--- src/rtl/rgb_panel_timing.sv ---
module rgb_panel_timing #(
  parameter int HW        = 12,
  parameter int VW        = 12,
  parameter int DEF_H_SYN = 10,
  parameter int DEF_H_BP  = 20,
  parameter int DEF_H_ACT = 240,
  parameter int DEF_H_FP  = 10,
  parameter int DEF_V_SYN = 2,
  parameter int DEF_V_BP  = 2,
  parameter int DEF_V_ACT = 320,
  parameter int DEF_V_FP  = 4
) (
  input  logic          clk,
  input  logic          rst_n,
  input  logic          cfg_load,
  input  logic [HW-1:0] cfg_h_sync,
  input  logic [HW-1:0] cfg_h_bp,
  input  logic [HW-1:0] cfg_h_act,
  input  logic [HW-1:0] cfg_h_fp,
  input  logic [VW-1:0] cfg_v_sync,
  input  logic [VW-1:0] cfg_v_bp,
  input  logic [VW-1:0] cfg_v_act,
  input  logic [VW-1:0] cfg_v_fp,
  input  logic [3:0]    cfg_pol,
  output logic          pclk_o,
  output logic          hsync_o,
  output logic          vsync_o,
  output logic          de_o,
  output logic          active_o,
  output logic [HW-1:0] x_o,
  output logic [VW-1:0] y_o,
  output logic          stat_hsync_o,
  output logic          stat_vsync_o,
  output logic          vblank_o
);
  localparam int HT = HW + 2;
  localparam int VT = VW + 2;

  logic [HW-1:0] h_syn, h_bp, h_act, h_fp;
  logic [VW-1:0] v_syn, v_bp, v_act, v_fp;
  logic [3:0]    pol;
  logic [HT-1:0] hc;
  logic [VT-1:0] vc;

  wire [HT-1:0] h_win0 = HT'(h_syn) + HT'(h_bp);
  wire [HT-1:0] h_win1 = h_win0 + HT'(h_act);
  wire [HT-1:0] h_tot  = h_win1 + HT'(h_fp);
  wire [VT-1:0] v_win0 = VT'(v_syn) + VT'(v_bp);
  wire [VT-1:0] v_win1 = v_win0 + VT'(v_act);
  wire [VT-1:0] v_tot  = v_win1 + VT'(v_fp);

  wire line_end  = hc >= h_tot - HT'(1);
  wire frame_end = vc >= v_tot - VT'(1);

  always_ff @(posedge clk or negedge rst_n) begin
    if (!rst_n) begin
      h_syn <= HW'(DEF_H_SYN);
      h_bp  <= HW'(DEF_H_BP);
      h_act <= HW'(DEF_H_ACT);
      h_fp  <= HW'(DEF_H_FP);
      v_syn <= VW'(DEF_V_SYN);
      v_bp  <= VW'(DEF_V_BP);
      v_act <= VW'(DEF_V_ACT);
      v_fp  <= VW'(DEF_V_FP);
      pol   <= '0;
      hc    <= '0;
      vc    <= '0;
    end else if (cfg_load) begin
      h_syn <= cfg_h_sync;
      h_bp  <= cfg_h_bp;
      h_act <= cfg_h_act;
      h_fp  <= cfg_h_fp;
      v_syn <= cfg_v_sync;
      v_bp  <= cfg_v_bp;
      v_act <= cfg_v_act;
      v_fp  <= cfg_v_fp;
      pol   <= cfg_pol;
      hc    <= '0;
      vc    <= '0;
    end else if (line_end) begin
      hc <= '0;
      vc <= frame_end ? '0 : vc + VT'(1);
    end else begin
      hc <= hc + HT'(1);
    end
  end

  wire hs_on = hc < HT'(h_syn);
  wire vs_on = vc < VT'(v_syn);
  wire h_in  = (hc >= h_win0) && (hc < h_win1);
  wire v_in  = (vc >= v_win0) && (vc < v_win1);

  assign active_o     = h_in && v_in;
  assign x_o          = active_o ? HW'(hc - h_win0) : '0;
  assign y_o          = active_o ? VW'(vc - v_win0) : '0;
  assign stat_hsync_o = hs_on;
  assign stat_vsync_o = vs_on;
  assign hsync_o      = pol[0] ? hs_on : ~hs_on;
  assign vsync_o      = pol[1] ? vs_on : ~vs_on;
  assign de_o         = pol[2] ? active_o : ~active_o;
  assign pclk_o       = clk ^ pol[3];
  assign vblank_o     = (hc == '0) && (vc == v_win1);
endmodule

--- config.mk ---
export PLATFORM = sky130hd
export DESIGN_NAME = rgb_panel_timing
export DESIGN_NICKNAME = d
export VERILOG_FILES = /design/src/rtl/rgb_panel_timing.sv
export SDC_FILE = /design/constraint.sdc
export NUM_CORES = 1
export LEC_CHECK = 0
export ABC_AREA = 0
export BUFFER_PORTS_ARGS = -buffer_cell sky130_fd_sc_hd__buf_4
export CAP_MARGIN = 20
export CELL_PAD_IN_SITES_DETAIL_PLACEMENT = 1
export CELL_PAD_IN_SITES_GLOBAL_PLACEMENT = 1
export CORE_MARGIN = 5
export CORE_UTILIZATION = 50
export DETAILED_ROUTE_END_ITERATION = 16
export HOLD_SLACK_MARGIN = 0.1
export PLACE_DENSITY = 0.95
export SYNTH_ARGS = -nofsm -noshare
export SYNTH_HDL_FRONTEND = slang
export SYNTH_SLANG_ARGS = --single-unit
--- constraint.sdc ---
create_clock -name clk -period 10.62 [get_ports clk]
set_input_delay 1.062 -clock clk [delete_from_list [all_inputs] [get_ports clk]]
set_output_delay 1.062 -clock clk [all_outputs]
set_load 0.02 [all_outputs]
==> impl_metrics.tcl <==
set metrics [dict create \
    syn2layout_area_growth_pct 17.1 \
    finalCriticalPeriod_ps 7870 \
    finClkSkew_ps 13.9 \
    cellLeakagePower_uw 0.00693 \
    swShare_pct 49.3 \
    yosysUniqueCellTypes 82 \
    postCtsSetupBuffers 0 \
    postCtsResizedCells 0 \
    finalSetupTns_ps 0 \
    post_synth.cell_area_avg_um2 9.22 \
    cts_hold_buf 0 \
    vias 10600 \
    die_h_um 162 \
    grtUsageMet1_pct 32.9 \
    routed_via_density 6.28 \
    start_util_pct 51.0 \
    ys.flop_type "dfrtp_1" \
    outcome "finished, final reports clean" \
    diodes 0 \
    setup_viol 0 \
    dr.pass1.iters 6 \
    coreArea_um2 22700 \
    path_class "register to primary output" \
    drv_slew 0 \
    clock.fmax_ghz 0.127 \
    overflow 0 \
    worstPathArrival_ps 6810 \
    io_buffers 134 \
    power.switching_uw 2110 \
    drc_errors 0 \
    seqPwrFrac_pct 14.3 \
    slew-limit-headroom_pct 29.4 \
    dieWidth_um 162 \
    grt_use_met2_pct 56.3 \
    postSynth.asyncResetShare_pct 100 \
    fin_area_um2 13600 \
    syn_inst 1257 \
    synth_seq_cells 128 \
    max-vdd-ir-drop_mv 0.147 \
    final_nets 1694 \
    grt_pass1_wl_mm 65.4 \
    syn-num-nets 1558 \
    fillers 2581 \
    clk_latency_ps 580 \
    routabilityCongestion 0.930 \
    worstMarginPinSlew_ps 1060 \
    worstPathRequired_ps 9560 \
    synth_edf_count 0 \
    clk_pin_slew_ps 70 \
    fin_hold_ws_ps 505 \
    hold_violations 0 \
    placed_area_um2 12900 \
    hold_class "input port to async pin" \
    grt_most_used_layer "met2" \
    routedWlPerCell_um 24.5 \
    track_usage_pct 31.6 \
    cp-start-kind "register" \
    dieArea_um2 26300 \
    antenna_found_initial 1 \
    num_io_pins 135 \
    drive_above_1_share_pct 21.0 \
    drt_iter0_drc 832 \
    routed_wl_mm 41.4 \
    met3_usage_pct 7.31 \
    power_frac_comb_pct 68.2 \
    ys_warn_count 0 \
    synthesis.area_um2 11600 \
    grt_max_degree 99 \
    place_hpwl_mm 28.8 \
    p_per_area_nw_per_um2 315 \
    grt_setup_unrepaired "no" \
    clkPwrFrac_pct 17.5 \
    ys_seq_area_share_pct 27.8 \
    cts_tree "built" \
    maxCapViolCount 0 \
    grt_pass1_vias 12000 \
    ant_nets 0 \
    p_int_uw 2160 \
    timing.final.crit_share_pct 74.1 \
    rows 55 \
    worst_setup_path_end_kind "primary output" \
    cp_max_fo 25 \
]
-- kinds of logic after synthesis --
logic type | Yosys count | share of synthesized area (%)
compound gates | 296 | 17.0
xor+xnor | 106 | 8.14
fa+ha+maj | 201 | 22.2
buf+inv | 156 | 5.29
flops | 128 | 27.8
mux | 57 | 5.54
simple gates | 313 | 14.1
-- worst max-delay path: stages (launching register included) --
cell	delay, ps
dfstp_2	530
inv_1	80
fa_1	470
nor2b_1	120
o21ai_0	120
a21boi_0	370
o41a_1	220
a21o_1	160
xor2_1	240
ha_1	350
a21oi_1	230
nand2_1	110
o21ai_2	240
and2b_2	260
o21ai_0	180
ha_1	290
a211o_1	410
a21oi_1	250
o211ai_1	120
o21ba_2	270
nand4_4	510
nor2_1	480
buf_4	210
-- path summary, 6_finish.rpt --
path | end | slack, ps | depth (start not counted) | from
max | y_o[11] | 2750 | 22 | v_syn[1]
min | h_fp[5] | 500 | 1 | rst_n
max reg2reg | vc[0] | 2950 | 28 | v_syn[1]
min reg2reg | h_fp[1] | 510 | 2 | h_fp[1]
max in group asynchronous | v_syn[6] | 8910 | 2 | rst_n
min in group clk | h_fp[1] | 510 | 2 | h_fp[1]
-- per-stage QoR --
step | util, % | total power, µW | worst slack, ps | instances
after global placement | 56.6 | 3140 | 3810 | 1656
final | 59.8 | 4270 | 2750 | 1691
after floorplan | - | 2640 | 3910 | 1257
after detailed placement | 56.6 | 3370 | 3360 | 1656
after CTS | 59.8 | 4240 | 2940 | 1691
after global routing | 59.8 | 4580 | 2450 | 1691
-- sequential cells by signal, summed over array words and instances, names as in the netlist --
register,flops
v_act,12
h_bp,12
h_syn,12
hc,14
h_fp,12
v_bp,12
v_fp,12
v_syn,12
h_act,12
pol,4
vc,14
-- layer usage --
metal	vias to the layer above	wire [µm]
met2	471	21000
met5	-	10
li1	4714	-
met1	5233	15300
met4	2	2890
met3	203	2250
-- cells in the mapped netlist, drive strengths merged, types with 22 or more instances --
library cell / instances / share of area, %
ha: 190 / 21
inv: 133 / 4.3
dfrtp: 113 / 24
o21ai: 97 / 4.4
nand2: 76 / 2.5
nor2: 71 / 2.7
mux2: 57 / 5.5
xnor2: 56 / 4.3
a21oi: 53 / 2.3
a21o: 52 / 3.4
xor2: 50 / 3.8
nand3: 31 / 1.3
nor2b: 28 / 1.5
nor3: 22 / 0.99
-- placed cells by master, fill, tap and decap left out, drive strengths merged, types with 5 or more instances in the layout --
cell type | Yosys | routed
dfrtp | 113 | 113
buf | 4 | 137
clkinv | 0 | 5
fa | 8 | 8
or2 | 10 | 10
or3 | 5 | 5
xor2 | 50 | 50
nand3 | 31 | 31
clkbuf | 19 | 21
o21ai | 97 | 97
xnor2 | 56 | 56
ha | 190 | 190
nand2 | 76 | 76
o21bai | 11 | 11
nand2b | 21 | 21
o21a | 15 | 15
inv | 133 | 136
nor2 | 71 | 71
a211oi | 6 | 6
a22o | 12 | 12
and3 | 21 | 21
nand4 | 9 | 9
o2111ai | 10 | 10
o211ai | 5 | 5
nor2b | 28 | 28
mux2 | 57 | 57
dfstp | 15 | 15
nor3 | 22 | 22
a21o | 52 | 52
a21oi | 53 | 53
-- power by group through the flow --
stage	logic (µW)	clock network, µW	registers [µW]
6_report	2910	746	613
5_1_grt	3190	771	616
4_1_cts	2880	749	610
3_5_place_dp	2740	14.4	616
3_3_place_gp	2520	14.5	613
2_1_floorplan	2050	8.35	588
-- layout make-up --
cell class / instances / area [µm²] / area share (%)
Sequential cell: 128 / 3220 / 23.7
Inverter: 133 / 499 / 3.68
Multi-Input combinational cell: 973 / 7750 / 57.1
Clock buffer: 22 / 512 / 3.77
Tap cell: 285 / 357 / 2.63
Clock inverter: 14 / 205 / 1.51
Timing Repair Buffer: 136 / 1020 / 7.55
(Power assumes the default switching activity.)
